### src/rtl/ddc_pkg.sv
package ddc_pkg;
  typedef enum logic [1:0] {
    MODE_WARMUP = 2'd0,
    MODE_STREAM = 2'd1,
    MODE_BIDIR  = 2'd2
  } mode_t;

  localparam int SYNC_EDGES = 9;
endpackage

### src/rtl/ddc_edge_sync.sv
module ddc_edge_sync #(
  parameter bit RST_VAL   = 1'b0,
  parameter bit FALL_EDGE = 1'b0
) (
  input  logic clk,
  input  logic rst,
  input  logic async_in,
  output logic hit
);
  logic meta_q, sync_q, prev_q;

  always_ff @(posedge clk) begin
    if (rst) begin
      meta_q <= RST_VAL;
      sync_q <= RST_VAL;
      prev_q <= RST_VAL;
    end else begin
      meta_q <= async_in;
      sync_q <= meta_q;
      prev_q <= sync_q;
    end
  end

  generate
    if (FALL_EDGE) begin : g_fall
      assign hit = prev_q & ~sync_q;
    end else begin : g_rise
      assign hit = sync_q & ~prev_q;
    end
  endgenerate
endmodule

### src/rtl/ddc_bit_seq.sv
module ddc_bit_seq
  import ddc_pkg::*;
#(
  parameter int DEPTH      = 128,
  parameter int DW         = 8,
  parameter int START_ADDR = 0,
  localparam int AW = (DEPTH > 1) ? $clog2(DEPTH) : 1,
  localparam int BW = $clog2(DW + 1),
  localparam int IW = (DW > 1) ? $clog2(DW) : 1,
  localparam int CW = $clog2(SYNC_EDGES + 1)
) (
  input  logic          clk,
  input  logic          rst,
  input  logic          step,
  input  logic          go_bidir,
  input  logic [DW-1:0] rdata,
  output logic [AW-1:0] addr,
  output logic          oe,
  output logic          dout,
  output mode_t         mode
);
  logic [CW-1:0] warm_cnt;
  logic [BW-1:0] bit_pos;
  logic [IW-1:0] bit_idx;
  logic [AW-1:0] addr_nxt;

  assign bit_idx  = IW'(DW - 1) - bit_pos[IW-1:0];
  assign addr_nxt = (addr == AW'(DEPTH - 1)) ? '0 : addr + 1'b1;

  always_ff @(posedge clk) begin
    if (rst) begin
      mode     <= MODE_WARMUP;
      warm_cnt <= '0;
      bit_pos  <= '0;
      addr     <= AW'(START_ADDR);
      oe       <= 1'b0;
      dout     <= 1'b1;
    end else if (go_bidir || mode == MODE_BIDIR) begin
      mode <= MODE_BIDIR;
      oe   <= 1'b0;
      dout <= 1'b1;
    end else if (step) begin
      case (mode)
        MODE_WARMUP: begin
          if (warm_cnt == CW'(SYNC_EDGES - 1)) mode <= MODE_STREAM;
          else warm_cnt <= warm_cnt + 1'b1;
        end
        MODE_STREAM: begin
          if (bit_pos == BW'(DW)) begin
            oe      <= 1'b0;
            dout    <= 1'b1;
            bit_pos <= '0;
            addr    <= addr_nxt;
          end else begin
            oe      <= 1'b1;
            dout    <= rdata[bit_idx];
            bit_pos <= bit_pos + 1'b1;
          end
        end
        default: mode <= MODE_BIDIR;
      endcase
    end
  end
endmodule

### src/rtl/ddc_stream_port.sv
module ddc_stream_port
  import ddc_pkg::*;
#(
  parameter int DEPTH      = 128,
  parameter int DW         = 8,
  parameter int START_ADDR = 0,
  localparam int AW = (DEPTH > 1) ? $clog2(DEPTH) : 1
) (
  input  logic          clk,
  input  logic          rst,
  input  logic          vsync_clk_in,
  input  logic          bus_clk_in,
  output logic          sda_oe,
  output logic          sda_out,
  output logic [AW-1:0] mem_addr,
  input  logic [DW-1:0] mem_rdata,
  output logic          bidir_mode
);
  logic  vs_rise;
  logic  bus_fall;
  mode_t mode;

  ddc_edge_sync #(.RST_VAL(1'b0), .FALL_EDGE(1'b0)) u_vsync (
    .clk(clk), .rst(rst), .async_in(vsync_clk_in), .hit(vs_rise)
  );

  ddc_edge_sync #(.RST_VAL(1'b1), .FALL_EDGE(1'b1)) u_busclk (
    .clk(clk), .rst(rst), .async_in(bus_clk_in), .hit(bus_fall)
  );

  ddc_bit_seq #(.DEPTH(DEPTH), .DW(DW), .START_ADDR(START_ADDR)) u_seq (
    .clk(clk), .rst(rst), .step(vs_rise), .go_bidir(bus_fall),
    .rdata(mem_rdata), .addr(mem_addr), .oe(sda_oe), .dout(sda_out),
    .mode(mode)
  );

  assign bidir_mode = (mode == MODE_BIDIR);
endmodule

### config.mk
export PLATFORM = sky130hd
export DESIGN_NAME = ddc_stream_port
export DESIGN_NICKNAME = d
export VERILOG_FILES = /design/src/rtl/ddc_pkg.sv /design/src/rtl/ddc_edge_sync.sv /design/src/rtl/ddc_bit_seq.sv /design/src/rtl/ddc_stream_port.sv
export SDC_FILE = /design/constraint.sdc
export NUM_CORES = 1
export LEC_CHECK = 0
export ABC_AREA = 1
export ABC_CLOCK_PERIOD_IN_PS = 1400
export BUFFER_PORTS_ARGS = -buffer_cell sky130_fd_sc_hd__buf_2
export CAP_MARGIN = 25
export CORE_MARGIN = 2
export CORE_UTILIZATION = 40
export DETAILED_ROUTE_END_ITERATION = 10
export GPL_ROUTABILITY_DRIVEN = 0
export PLACE_DENSITY = 0.68
export SETUP_SLACK_MARGIN = 0.1
export SLEW_MARGIN = 40
export SYNTH_ARGS = -nofsm -noshare
export SYNTH_HDL_FRONTEND = slang
export SYNTH_SLANG_ARGS = --single-unit
### constraint.sdc
create_clock -name clk -period 1.4 [get_ports clk]
set_input_delay 0.07 -clock clk [delete_from_list [all_inputs] [get_ports clk]]
set_output_delay 0.07 -clock clk [all_outputs]
set_load 0.03 [all_outputs]
==> metrics.cfg, run 1 <==
[outcome]
status = finished clean

[yosys]
synth_xor_area_share_pct = 2.07
synthMuxAreaShare_pct = 0
synthFlopType = dfxtp_1
synth-compound-area-share_pct = 8.77
synthesis.instances = 180
ys_ff_latch = 25
synth.net_count = 197
synth_seq_area_share_pct = 39.4
synthAdderAreaFrac_pct = 4.93
synth_warnings = 0
syn_avg_cell_area_um2 = 7.06
synth_top_family_by_area = simple AND/OR/NAND/NOR gates
syn_area_mm2 = 0.00127
synth-async-reset-ratio_pct = 0
ys_types = 25
synth_edf_count = 0
yosys.area_share.simple_pct = 37.1

[min_path]
hold_start = rst
hp-class = input pin to flip-flop

[timing]
period_minus_slack_ns = 1.28
finalSetupViolations = 0
finalHoldViolCount = 0
fin_skew_ns = 0.00361
worstMarginPinSlew_ns = 0.278
fin_crit_sh_pct = 91.5
drv_slew = 0
rsz0062_at_grt = true
slew-limit-headroom_pct = 81.4
timing.fmax_mhz = 780
setup_tns_ns = 0
hold_ws_ns = 0.0761

[critical_path]
r2r_slack_ns = 0.12
crit_start = u_seq.bit_pos[0]
crit_path_start_kind = flip-flop
crit_path_max_fanout = 5
worstRegToRegCells = 9
max_stage_delay_ns = 0.36
crit_slowest_cell = dfxtp_2
endpoint_kind = flip-flop
endpoint = u_seq.addr[0]
r2r-start = u_seq.bit_pos[0]
required_ns = 1.62
rr_endpoint = u_seq.addr[0]
path_class = flip-flop to flip-flop
crit_chain = inv_4 -> ha_4 -> nand2_4 -> nor2_4 -> nand2_2 -> nor2_4 -> inv_2 -> nand2_2 -> a21oi_2
arrival_ns = 1.50

[floorplanning]
start_util_pct = 41.9
die_height_um = 60.3
dieWidth_um = 60.3
num_rows = 20
core_mm2 = 0.00303
dieArea_mm2 = 0.00364
pin_count = 22

[cells_and_area]
antenna_cells = 0
final_cell_mix = 38 x nand2_1, 21 x nor2_1, 21 x buf_2
drive_gt1_share_pct = 38.5
nNetsFinal = 236
area_growth_pct = 30.2
layout_commonest_cell = nand2_1

[flow_run]
drv_cap = 0

[pwr]
power.share.sequential_pct = 63.2
sw_frac_of_total_pct = 24.6
p_comb_share_pct = 7.6
internal_power_w = 0.000869
pwr-share-clk_pct = 29.2
p_leak_nw = 0.721
p_switching_w = 0.000283
powerDensity_mw_per_mm2 = 697
ir_drop_v = 0.000698

[clocking]
insertion_delay_ns = 0.32
clockBufferDepth = 2
cts_root_buf = clkbuf_4
tritoncts = built
cts_inserted_buffers = 3
ctsHtreeMaxLevel = 1
clk_pin_slew_ns = 0.14
cts_num_sinks = 25

[global_routing]
antenna_found_initial = 0
grt_pass1_vias = 983
grt_max_degree = 16
grt_pass1_wl_mm = 4.27
grtUsageTotal_pct = 15.5
globalRouteOverflowTotal = 0

[route]
wl_mm = 2.63
first_pass_iters = 6
wire_per_inst_um = 10.0
viasPerCell = 4.58
ant_nets = 0
vias = 1199
remaining_drc_errors = 0
drt_iter0_drc = 48

[placement]
dp_hpwl_mm = 1.91
numPortBuffers = 21

routing by layer:
metal	track usage [%]	routed length, um
met5	0	0
met4	2.86	20
met3	3.84	90
met2	25.6	1280
met1	20.7	1240
power groups by stage:
stage | logic [W] | registers [W] | clock network, W
6_report | 0.0000873 | 0.000729 | 0.000336
5_1_grt | 0.000101 | 0.000730 | 0.000381
4_1_cts | 0.0000834 | 0.000729 | 0.000355
3_5_place_dp | 0.0000790 | 0.000743 | 0
3_3_place_gp | 0.0000788 | 0.000743 | 0
2_1_floorplan | 0.0000528 | 0.000742 | 0
kinds of logic (layout without fill, tap and decap cells):
kind of cell / after synthesis / after routing
DFF: 25 / 25
xor gates and xnor gates: 3 / 3
adders and majority gates: 5 / 5
AOI/OAI and AO/OA: 19 / 19
buffers and inverters: 26 / 64
and+or+nand+nor: 102 / 102
flip-flops by register name, summed over array words and instances (netlist names):
register         flops
u_busclk.meta_q      1
u_busclk.prev_q      1
u_busclk.sync_q      1
u_seq.addr           7
u_seq.bit_pos        4
u_seq.dout           1
u_seq.mode           2
u_seq.oe             1
u_seq.warm_cnt       4
u_vsync.meta_q       1
u_vsync.prev_q       1
u_vsync.sync_q       1
stage by stage:
step	worst slack [ns]	cells	total power, W	instance area (um2)	util, %
detailed placement	0.0800	250	0.000822	1500	49.5
finish	0.118	262	0.00115	1650	54.6
floorplan	0.102	180	0.000795	1300	-
global placement	0.0983	250	0.000822	1500	49.5
CTS	0.0949	258	0.00117	1570	51.7
global route	0.0168	262	0.00121	1650	54.6
synth_stat cells, types with 2 or more instances:
cell type / instances / area, um2
nand2_1: 42 / 158
a21oi_2: 2 / 17.5
inv_1: 23 / 86.3
nor2_1: 24 / 90.1
or2_2: 4 / 25.0
nand2_2: 6 / 37.5
nand4_1: 2 / 12.5
inv_2: 2 / 7.51
a21oi_1: 10 / 50.1
nand3_1: 15 / 75.1
o21ai_0: 4 / 20.0
dfxtp_1: 25 / 500
nor2_2: 3 / 18.8
nor2_4: 2 / 22.5
ha_1: 5 / 62.6
xor2_1: 2 / 17.5
critical path: cells and delay by family, from the launching register on:
kind	cells	cell delay, ns
AO/OA/AOI/OAI	1	0.05
adder cells (fa/ha/maj)	1	0.13
buffers and inverters	2	0.13
flip-flops	1	0.36
AND/OR/NAND/NOR	5	0.50
repair_timing:
action                                  in CTS  in global routing
pin swaps                                    1                 10
endpoints found under the hold margin        2                  0
gates resized for setup                      2                 21
hold buffers                                 2                  0
endpoints found under the setup margin       8                 15
setup buffers                                2                  4
worst min path at each step:
stage                     slack [ns]               to  cells past startpoint
after floorplan                 0.17  u_busclk.meta_q                      1
after global placement          0.26  u_busclk.meta_q                      2
after detailed placement        0.26  u_busclk.meta_q                      2
after CTS                       0.06    u_seq.addr[4]                      2
after global routing            0.08    u_seq.addr[4]                      2
final                           0.08    u_seq.addr[4]                      2
final cells by class:
| cell class | count | area (um2) |
|---|---|---|
| clock buffer | 3 | 22.5 |
| clock inverter | 1 | 6.26 |
| fill | 290 | 1370 |
| inverter | 25 | 98.8 |
| multi-input combinational | 129 | 744 |
| sequential | 25 | 512 |
| tap | 44 | 55.1 |
| timing repair buffer | 35 | 215 |
Power figures use the tool's default switching activity.
==> run 2: changes to the inputs <==
--- a/config.mk
+++ b/config.mk
@@ -6,14 +6,14 @@
 export NUM_CORES = 1
 export LEC_CHECK = 0
 export ABC_AREA = 1
-export ABC_CLOCK_PERIOD_IN_PS = 1400
+export ABC_CLOCK_PERIOD_IN_PS = 1700
 export BUFFER_PORTS_ARGS = -buffer_cell sky130_fd_sc_hd__buf_2
 export CAP_MARGIN = 25
 export CORE_MARGIN = 2
 export CORE_UTILIZATION = 40
 export DETAILED_ROUTE_END_ITERATION = 10
 export GPL_ROUTABILITY_DRIVEN = 0
-export PLACE_DENSITY = 0.68
+export PLACE_DENSITY = 0.65
 export SETUP_SLACK_MARGIN = 0.1
 export SLEW_MARGIN = 40
 export SYNTH_ARGS = -nofsm -noshare
==> constraint.sdc (replaced) <==
create_clock -name clk -period 1.7 [get_ports clk]
set_input_delay 0.085 -clock clk [delete_from_list [all_inputs] [get_ports clk]]
set_output_delay 0.085 -clock clk [all_outputs]
set_load 0.03 [all_outputs]
==> metrics.cfg, run 2 (synthesized netlist as in run 1, its figures left out) <==
[clocking]
cts_root_buf = clkbuf_4
tritoncts = built
ctsHtreeMaxLevel = 1  ; unchanged
cts_inserted_buffers = 3  ; unchanged
cts_setup_buffers = 0  ; -2
insertion_delay_ns = 0.33  ; about the same
cts_num_sinks = 25  ; unchanged
clk_pin_slew_ns = 0.15  ; about the same
clockBufferDepth = 2  ; unchanged

[global_routing]
met2_usage_pct = 23.9  ; -1.7 points
grtUsageMet3_pct = 3.84  ; unchanged
globalRouteOverflowTotal = 0  ; unchanged
grt_pass1_wl_mm = 3.87  ; -9.4%
gr-usage-met1_pct = 17.4  ; -3.3 points
top_usage_layer = met2
grtUsageTotal_pct = 13.9  ; -1.6 points
grt_pass1_vias = 959  ; -2.4%
antenna_found_initial = 0  ; unchanged
grt_max_degree = 17  ; +1

[critical_path]
arrival_ns = 1.65  ; +0.15 ns
crit_start = u_seq.bit_pos[1]
worstRegToRegCells = 9  ; unchanged
crit_family = simple AND/OR/NAND/NOR gates
required_ns = 1.93  ; +0.31 ns
crit_path_start_kind = flip-flop
rr_endpoint = u_seq.addr[4]
worstPathBufferInverterCount = 2  ; unchanged
max_stage_delay_ns = 0.37  ; about the same
path_class = flip-flop to flip-flop
endpoint = u_seq.addr[4]
crit_path_max_fanout = 5  ; unchanged
crit_chain = inv_1 -> ha_1 -> nand2_1 -> nor2_4 -> nand2_2 -> nor2_4 -> inv_1 -> nand2_1 -> a21oi_2
r2r-start = u_seq.bit_pos[1]
cp_num_cells = 9  ; unchanged
r2r_slack_ns = 0.28  ; +0.16 ns
endpoint_kind = flip-flop
crit_slowest_cell = dfxtp_1

[timing]
drv_slew = 0  ; unchanged
fin_crit_sh_pct = 83.6  ; -7.9 points
slew-limit-headroom_pct = 82.1  ; +0.64 points
finalHoldViolCount = 0  ; unchanged
finalSetupViolations = 0  ; unchanged
worstMarginPinSlew_ns = 0.269  ; -0.00961 ns
fin_skew_ns = 0.00921  ; +0.00559 ns
setup_tns_ns = 0  ; unchanged
timing.fmax_mhz = 704  ; -9.8%
rsz0062_at_grt = false
postLayoutSetupSlackWorst_ns = 0.279  ; +0.160 ns
period_minus_slack_ns = 1.42  ; +0.140 ns

[cells_and_area]
layout_commonest_cell = nand2_1
largestRegisters = u_seq.addr x7, u_seq.bit_pos x4, u_seq.warm_cnt x4
n_fill_cell = 316  ; +9.0%
largest_reg_flops = 7  ; unchanged
antenna_cells = 0  ; unchanged
top_register = u_seq.addr
multiInputGateArea_um2 = 677  ; -9.1%
nNetsFinal = 226  ; -4.2%
final_cell_mix = 42 x nand2_1, 25 x dfxtp_1, 24 x nor2_1
area_growth_pct = 17.9
final_core_util_pct = 49.5  ; -5.2 points
final_cells = 252  ; -3.8%
drive_gt1_share_pct = 23.6  ; -15 points
regArea_um2 = 500  ; -2.2%

[floorplanning]
die_height_um = 60.3  ; unchanged
pin_count = 22  ; unchanged
core_mm2 = 0.00303  ; unchanged
num_rows = 20  ; unchanged
dieWidth_um = 60.3  ; unchanged
start_util_pct = 41.9  ; unchanged
dieArea_mm2 = 0.00364  ; unchanged

[placement]
numPortBuffers = 21  ; unchanged
dp_cells = 246  ; -1.6%
dp_hpwl_mm = 1.83  ; -4.0%
pre_cts_slack_ns = 0.235  ; +0.155 ns

[route]
vias = 1110  ; -7.4%
drt_iter0_drc = 35  ; -27%
ant_nets = 0  ; unchanged
wire_per_inst_um = 9.21  ; -8.2%
viasPerCell = 4.40  ; -3.7%
remaining_drc_errors = 0  ; unchanged
first_pass_iters = 4  ; -2
wl_mm = 2.32  ; -12%

[flow_run]
drv_cap = 0  ; unchanged

[pwr]
ir_drop_v = 0.000540  ; -23%
p_leak_nw = 0.665  ; -7.8%
powerDensity_mw_per_mm2 = 641  ; -8.0%

[min_path]
hp-class = input pin to flip-flop

[outcome]
status = finished clean

run 2: cell type report:
cell class	instances	area share, %
Multi-Input combinational cell	129	45.2
Inverter	25	6.27
Tap cell	44	3.68
Clock inverter	1	0.585
Sequential cell	25	33.4
Timing Repair Buffer	25	9.36
Clock buffer	3	1.50
run 2: metrics by stage:
stage	instance area (um2)	total power [W]	hold WS [ns]
2_1_floorplan	1270	0.000656	0.189
3_3_place_gp	1440	0.000679	0.272
3_5_place_dp	1440	0.000680	0.272
4_1_cts	1490	0.000974	0.0619
5_1_grt	1500	0.00100	0.0697
6_report	1500	0.000960	0.0712
run 2: power by group:
part / internal [W] / switching, W
logic: 0.0000285 / 0.0000400
registers: 0.000596 / 0.00000551
clock network: 0.0000959 / 0.000195
total: 0.000720 / 0.000240
run 2: how the worst min path moves through the flow:
| stage | start | endpoint | slack, ns | depth (start not counted) |
|---|---|---|---|---|
| 2_1_floorplan | bus_clk_in | u_busclk.meta_q | 0.19 | 1 |
| 3_3_place_gp | bus_clk_in | u_busclk.meta_q | 0.27 | 2 |
| 3_5_place_dp | bus_clk_in | u_busclk.meta_q | 0.27 | 2 |
| 4_1_cts | rst | u_vsync.meta_q | 0.06 | 2 |
| 5_1_grt | rst | u_vsync.prev_q | 0.07 | 2 |
| 6_report | rst | u_seq.addr[4] | 0.07 | 2 |
run 2: worst register-to-register path, delay by kind of cell, from the launching register on:
kind                       cells  cell delay, ns
DFF                            1            0.37
adders and majority gates      1            0.16
buffers and inverters          2            0.21
and+or+nand+nor                5            0.52
AOI/OAI and AO/OA              1            0.05
run 2: routing by layer:
| metal | up-vias | routed length [um] |
|---|---|---|
| li1 | 621 | - |
| met1 | 471 | 1190 |
| met2 | 16 | 1040 |
| met3 | 2 | 83 |
| met4 | 0 | 10 |
| met5 | - | 0 |
run 2: timing repair:
action / CTS / global route
endpoints found under the setup margin: 0 / 4
hold buffers: 2 / 0
gates resized for setup: 0 / 1
hold endpoints to repair: 2 / 0
